===== src/rtl/kctl_pkg.sv =====
// Package: shared widths, argument slot map and address decode helpers for
// the kernel control register slave. Assumes a 32-bit word-aligned map.
package kctl_pkg;

    localparam int CSR_AW   = 12;
    localparam int CSR_DW   = 32;
    localparam int CSR_BYTES = CSR_DW / 8;
    localparam int NSLOT    = 11;

    localparam int SL_DIR   = 0;
    localparam int SL_IV3   = 1;
    localparam int SL_IV2   = 2;
    localparam int SL_IV1   = 3;
    localparam int SL_IV0   = 4;
    localparam int SL_CNT   = 5;
    localparam int SL_SRCL  = 6;
    localparam int SL_SRCH  = 7;
    localparam int SL_DSTL  = 8;
    localparam int SL_DSTH  = 9;
    localparam int SL_CHAIN = 10;

    localparam logic [CSR_AW-1:0] CTRL_OFF = '0;

    // Byte offset of each argument slot
    function automatic logic [CSR_AW-1:0] slot_off(input int s);
        case (s)
            SL_DIR:   return 12'h010;
            SL_IV3:   return 12'h018;
            SL_IV2:   return 12'h020;
            SL_IV1:   return 12'h028;
            SL_IV0:   return 12'h030;
            SL_CNT:   return 12'h038;
            SL_SRCL:  return 12'h040;
            SL_SRCH:  return 12'h044;
            SL_DSTL:  return 12'h048;
            SL_DSTH:  return 12'h04C;
            SL_CHAIN: return 12'h050;
            default:  return 12'hFFC;
        endcase
    endfunction

    // Bits kept by each slot: single-bit selects keep bit 0 only
    function automatic logic [CSR_DW-1:0] slot_mask(input int s);
        if (s == SL_DIR || s == SL_CHAIN)
            return {{(CSR_DW-1){1'b0}}, 1'b1};
        return '1;
    endfunction

    // Word-level address match, ignoring the byte lane bits
    function automatic logic same_word(input logic [CSR_AW-1:0] a,
                                       input logic [CSR_AW-1:0] b);
        return (a >> 2) == (b >> 2);
    endfunction

    function automatic logic hits_ctrl(input logic [CSR_AW-1:0] a);
        return same_word(a, CTRL_OFF);
    endfunction

    function automatic logic is_mapped(input logic [CSR_AW-1:0] a);
        logic m;
        m = hits_ctrl(a);
        for (int s = 0; s < NSLOT; s++)
            if (same_word(a, slot_off(s))) m = 1'b1;
        return m;
    endfunction

endpackage


===== src/rtl/kctl_argfile.sv =====
// Argument register file: one register per slot, byte-strobed writes,
// unused bits of narrow slots held at zero. Assumes writes are accepted
// in the cycle wr_en is high.
module kctl_argfile
    import kctl_pkg::*;
#(
    parameter int AW = CSR_AW,
    parameter int DW = CSR_DW,
    parameter int NS = NSLOT
) (
    input  logic              clk,
    input  logic              rst_n,
    input  logic              wr_en,
    input  logic [AW-1:0]     wr_addr,
    input  logic [DW-1:0]     wr_data,
    input  logic [DW/8-1:0]   wr_strb,
    output logic [DW-1:0]     slot_q [NS]
);
    localparam int NB = DW / 8;

    for (genvar s = 0; s < NS; s++) begin : g_slot
        localparam logic [DW-1:0] MASK = slot_mask(s);
        localparam logic [AW-1:0] OFF  = slot_off(s);
        logic [DW-1:0] q;
        logic          sel;

        assign sel = wr_en && same_word(wr_addr, OFF);

        // Byte-lane update of this slot under the write strobes
        always_ff @(posedge clk) begin
            if (!rst_n) begin
                q <= '0;
            end else if (sel) begin
                for (int b = 0; b < NB; b++)
                    if (wr_strb[b])
                        q[b*8 +: 8] <= wr_data[b*8 +: 8] & MASK[b*8 +: 8];
            end
        end

        assign slot_q[s] = q;
    end

endmodule


===== src/rtl/kctl_sync.sv =====
// Start/done handshake: start waits for ready, done waits for the host
// continue write, continue is a single-cycle pulse. Assumes job_done is a
// pulse from the datapath and set_start / hit_cont are decoded writes.
module kctl_sync (
    input  logic clk,
    input  logic rst_n,
    input  logic set_start,
    input  logic hit_cont,
    input  logic ready_i,
    input  logic done_i,
    input  logic idle_i,
    output logic start_q,
    output logic done_q,
    output logic cont_q,
    output logic idle_o
);
    // Input sync: host sets, the launch edge (start & ready) clears
    always_ff @(posedge clk) begin
        if (!rst_n)                 start_q <= 1'b0;
        else if (set_start)         start_q <= 1'b1;
        else if (start_q && ready_i) start_q <= 1'b0;
    end

    // Output sync: completion latches, the continue write clears
    always_ff @(posedge clk) begin
        if (!rst_n)        done_q <= 1'b0;
        else if (done_i)   done_q <= 1'b1;
        else if (hit_cont) done_q <= 1'b0;
    end

    // Self-clearing acknowledge pulse
    always_ff @(posedge clk) begin
        if (!rst_n) cont_q <= 1'b0;
        else        cont_q <= hit_cont;
    end

    assign idle_o = idle_i && !done_q;

endmodule


===== src/rtl/kctl_rdport.sv =====
// Registered read port: selects control word or an argument slot, returns
// zero for unmapped offsets, data and valid one cycle after the request.
module kctl_rdport
    import kctl_pkg::*;
#(
    parameter int AW = CSR_AW,
    parameter int DW = CSR_DW,
    parameter int NS = NSLOT
) (
    input  logic          clk,
    input  logic          rst_n,
    input  logic          rd_en,
    input  logic [AW-1:0] rd_addr,
    input  logic [DW-1:0] ctrl_word,
    input  logic [DW-1:0] slot_q [NS],
    output logic          rd_valid,
    output logic [DW-1:0] rd_data
);
    logic [DW-1:0] sel_val;

    // Address decode into the read value
    always_comb begin
        sel_val = '0;
        if (hits_ctrl(rd_addr)) sel_val = ctrl_word;
        for (int s = 0; s < NS; s++)
            if (same_word(rd_addr, slot_off(s))) sel_val = slot_q[s];
    end

    // Read response register
    always_ff @(posedge clk) begin
        if (!rst_n) begin
            rd_valid <= 1'b0;
            rd_data  <= '0;
        end else begin
            rd_valid <= rd_en;
            rd_data  <= rd_en ? sel_val : '0;
        end
    end

endmodule


===== src/rtl/kctl_regs.sv =====
// Top: kernel control register slave. Decodes the control word writes,
// instantiates argument file, handshake and read port, and fans the
// arguments out to the datapath. Assumes one write and one read port that
// are always ready.
module kctl_regs
    import kctl_pkg::*;
#(
    parameter int AW = CSR_AW,
    parameter int DW = CSR_DW,
    parameter int NS = NSLOT
) (
    input  logic              clk,
    input  logic              rst_n,
    input  logic              wr_en,
    input  logic [AW-1:0]     wr_addr,
    input  logic [DW-1:0]     wr_data,
    input  logic [DW/8-1:0]   wr_strb,
    output logic              wr_ack,
    input  logic              rd_en,
    input  logic [AW-1:0]     rd_addr,
    output logic              rd_valid,
    output logic [DW-1:0]     rd_data,
    output logic              job_start,
    input  logic              job_ready,
    input  logic              job_done,
    input  logic              job_idle,
    output logic              job_continue,
    output logic              cipher_enc,
    output logic              chain_en,
    output logic [4*DW-1:0]   iv,
    output logic [DW-1:0]     word_count,
    output logic [2*DW-1:0]   src_addr,
    output logic [2*DW-1:0]   dst_addr
);
    localparam int B_START = 0;
    localparam int B_CONT  = 4;

    logic [DW-1:0] slot_q [NS];
    logic          ctrl_wr, set_start, hit_cont;
    logic          done_flag, idle_bit;
    logic [DW-1:0] ctrl_word;
    logic          unused_hi;

    assign ctrl_wr   = wr_en && hits_ctrl(wr_addr) && wr_strb[0];
    assign set_start = ctrl_wr && wr_data[B_START];
    assign hit_cont  = ctrl_wr && wr_data[B_CONT];

    kctl_argfile #(.AW(AW), .DW(DW), .NS(NS)) u_args (
        .clk     (clk),
        .rst_n   (rst_n),
        .wr_en   (wr_en),
        .wr_addr (wr_addr),
        .wr_data (wr_data),
        .wr_strb (wr_strb),
        .slot_q  (slot_q)
    );

    kctl_sync u_sync (
        .clk       (clk),
        .rst_n     (rst_n),
        .set_start (set_start),
        .hit_cont  (hit_cont),
        .ready_i   (job_ready),
        .done_i    (job_done),
        .idle_i    (job_idle),
        .start_q   (job_start),
        .done_q    (done_flag),
        .cont_q    (job_continue),
        .idle_o    (idle_bit)
    );

    assign ctrl_word = {{(DW-5){1'b0}}, job_continue, job_ready,
                        idle_bit, done_flag, job_start};

    kctl_rdport #(.AW(AW), .DW(DW), .NS(NS)) u_rd (
        .clk       (clk),
        .rst_n     (rst_n),
        .rd_en     (rd_en),
        .rd_addr   (rd_addr),
        .ctrl_word (ctrl_word),
        .slot_q    (slot_q),
        .rd_valid  (rd_valid),
        .rd_data   (rd_data)
    );

    // Write acknowledge, one cycle after acceptance
    always_ff @(posedge clk) begin
        if (!rst_n) wr_ack <= 1'b0;
        else        wr_ack <= wr_en;
    end

    assign cipher_enc = slot_q[SL_DIR][0];
    assign chain_en   = slot_q[SL_CHAIN][0];
    assign iv         = {slot_q[SL_IV3], slot_q[SL_IV2], slot_q[SL_IV1], slot_q[SL_IV0]};
    assign word_count = slot_q[SL_CNT];
    assign src_addr   = {slot_q[SL_SRCH], slot_q[SL_SRCL]};
    assign dst_addr   = {slot_q[SL_DSTH], slot_q[SL_DSTL]};
    assign unused_hi  = ^{slot_q[SL_DIR][DW-1:1], slot_q[SL_CHAIN][DW-1:1]};

endmodule


===== config.mk =====
export PLATFORM = sky130hd
export DESIGN_NAME = kctl_regs
export DESIGN_NICKNAME = d
export VERILOG_FILES = /design/src/rtl/kctl_pkg.sv /design/src/rtl/kctl_argfile.sv /design/src/rtl/kctl_sync.sv /design/src/rtl/kctl_rdport.sv /design/src/rtl/kctl_regs.sv
export SDC_FILE = /design/constraint.sdc
export NUM_CORES = 1
export LEC_CHECK = 0
export ABC_CLOCK_PERIOD_IN_PS = 6960
export BUFFER_PORTS_ARGS = -buffer_cell sky130_fd_sc_hd__buf_2
export CELL_PAD_IN_SITES_DETAIL_PLACEMENT = 1
export CELL_PAD_IN_SITES_GLOBAL_PLACEMENT = 2
export CORE_MARGIN = 1
export CORE_UTILIZATION = 32
export CTS_CLUSTER_SIZE = 24
export DETAILED_ROUTE_END_ITERATION = 10
export PLACE_DENSITY_LB_ADDON = 0.1
export SYNTH_ARGS = -nofsm -noshare
export SYNTH_HDL_FRONTEND = slang
export SYNTH_SLANG_ARGS = --single-unit

===== constraint.sdc =====
create_clock -name clk -period 6.96 [get_ports clk]
set_input_delay 1.392 -clock clk [delete_from_list [all_inputs] [get_ports clk]]
set_output_delay 1.392 -clock clk [all_outputs]
set_load 0.05 [all_outputs]

==> metrics.csv <==
metric,value,unit
rows,78,
gp_congestion,0.892,
worstMarginPinSlew,1.20,ns
async_flop_share,0,
power_frac_comb,0.052,
cts_buffer_depth,3,
syn_area,0.0149,sq mm
place_hpwl,50100,um
ff2ff_setup_slack,5.11,ns
p_per_area,229,mW/mm^2
synthCells,1880,
fin_crit,4.41,ns
routedWlPerCell,25.0,um
antennaDiodeCount,0,
cts_buffers,41,
die_w,218,um
final_common_cell,buf_2,
ys_seq_elements,327,
criticalPathCategory,in -> reg,
routed_wirelength,69600,um
dp_slack,2.07,ns
hold_violations,0,
max_clock_freq,227,MHz
postCtsSetupBuffers,0,
maxCapViolCount,0,
start_kind,input pin,
cts_tree,built,
ys.flop_type,dfxtp_1,
switchingPower,1020,uW
p_leak,0.00715,uW
yosys.area.top_type,dfxtp_1,
synth_warnings,0,
power_frac_clock,0.504,
ctsRootBufferMaster,clkbuf_16,
min_from,u_args.g_slot[8].q[30]$_SDFFE_PN0P_,
coreArea,0.0457,sq mm
yosys.area.top_type_share,0.438,
cp_max_fo,55,
drt-vias-per-instance,5.62,
grt_start_max_net_pins,125,
drive_above_1_share,0.245,
cts.htree.levels,2,
syn_area_per_cell,7.95,sq um
setup_viol,0,
initial_core_util,0.327,
drc_errors,0,
num_vias,15600,
slew_viol_final,0,
critPathArrivalTime,4.86,ns
internal_power,3210,uW
syn_nets,1947,
grt_pass1_wl,102000,um
grt_antenna_before_repair,0,
finalCritPeriodShare,0.634,
ys_seq_area_frac,0.438,
grt_use_total,0.286,
dieArea,0.0476,sq mm
yosysUniqueCellTypes,54,
synth_edf_count,0,
dr.pass1.iters,5,
final_cell_mix,"387 x buf_2, 358 x nand2_1, 327 x dfxtp_1",
crit_path_end_kind,register,
clock_skew,0.0197,ns
drtIter0Drc,1313,
rsz0062_at_grt,no,
r2r-start,u_sync.done_q$_SDFFE_PN0P_,
hold_class,reg -> reg,
first_global_vias,15100,
finalSetupTns,0,ns
nNetsFinal,2221,
cts_resized,0,
synth.area.top_cells,"dfxtp_1 44%, a21boi_0 11%, nand3_1 10%, nand2_1 9.0%, o21ai_0 4.4%",
drtAntennaViolNets,0,
syn_to_final_growth,23.8,%
ir_worst_vdd,0.139,mV
critPathLaunch,rd_addr[3],
pin_count,393,
worstPathRequired,7.40,ns
relSlewSlack,0.199,
fin_ws,2.55,ns
io_buffers,388,
gr-total-overflow,0,
die_h,218,um
clkTransAtPathRegs,0.06,ns
ctsHoldBuffers,0,
run_status,finished clean,
clkSinkCount,327,
p_seq_frac,0.443,
worstSkewPairLatency,0.56,ns
sw_frac_of_total,0.242,
[flip-flops by register name, indices dropped and copies added (netlist names)]
name / cells
u_args.g_slot.q: 290
u_rd.rd_data: 32
u_rd.rd_valid: 1
u_sync.cont_q: 1
u_sync.done_q: 1
u_sync.start_q: 1
wr_ack: 1
[cell usage after synthesis, types with 5 or more instances]
library cell and number:
nand2_1 358, dfxtp_1 327, nand3_1 313, a21boi_0 226
clkbuf_1 172, o21ai_0 132, a21oi_1 57, nor2_1 56
a22oi_1 29, o211ai_1 22, o2bb2ai_1 22, o221ai_2 20
a21oi_2 18, a211oi_1 12, nor2b_1 11, nor3_1 11
buf_1 7, mux2i_1 7, o32ai_1 7, o22ai_1 6
nand2b_1 5, nor3_2 5
[power groups by stage]
stage	Sequential (uW)	Combinational [uW]	Clock, uW
finish	1870	220	2130
global route	1870	232	2250
CTS	1870	215	2180
detailed placement	1920	214	0
global placement	1920	211	0
floorplan	1920	128	0
[cell type report]
cell class / count / area (sq um)
clock buffers: 65 / 1230
clock inverters: 8 / 93.8
fillers: 5572 / 27200
inverters: 3 / 11.3
multi-input cells: 1366 / 7720
flip-flops and latches: 327 / 6550
well taps: 600 / 751
repair buffers: 415 / 2150
[critical path, cell delays in order]
cell      delay, ns
buf_2          0.49
buf_4          0.75
nor4b_1        0.51
nand2_1        0.59
o21ai_0        0.34
a22oi_1        0.23
o221ai_2       0.37
a21oi_2        0.10
[worst paths after layout]
check,to,depth (start not counted)
worst max-delay path,u_rd.rd_data[19]$_SDFF_PP0_,8
worst min-delay path,u_args.g_slot[8].q[30]$_SDFFE_PN0P_,2
worst max register to register,u_rd.rd_data[2]$_SDFF_PP0_,5
worst min register to register,u_args.g_slot[8].q[30]$_SDFFE_PN0P_,2
[per-layer routing]
layer	vias up	track usage	routed length (um)
li1	7206	-	-
met1	7805	0.425	33300
met2	552	0.413	29400
met3	75	0.0615	5350
met4	0	0.0709	1470
met5	-	0	0
[logic make-up after synthesis]
kind of cell / count (synthesis) / share of synthesized area
AO/OA/AOI/OAI: 565 / 0.267
XOR/XNOR: 1 / 0.000586
flip-flops: 327 / 0.438
AND/OR/NAND/NOR: 791 / 0.240
buffers and inverters: 187 / 0.0482
multiplexers: 9 / 0.00620
[metrics by stage]
step           instances  power [uW]  instance area (sq um)   util  hold WS, ns
6_report            2784        4230                  18500  0.405        0.483
5_1_grt             2784        4360                  18500  0.405        0.500
4_1_cts             2784        4270                  18500  0.405        0.483
3_5_place_dp        2711        2130                  17200  0.376        0.475
3_3_place_gp        2711        2130                  17200  0.376        0.464
2_1_floorplan       1880        2050                  14900      -        0.607
Note: power is estimated with default switching activity, not from simulation.
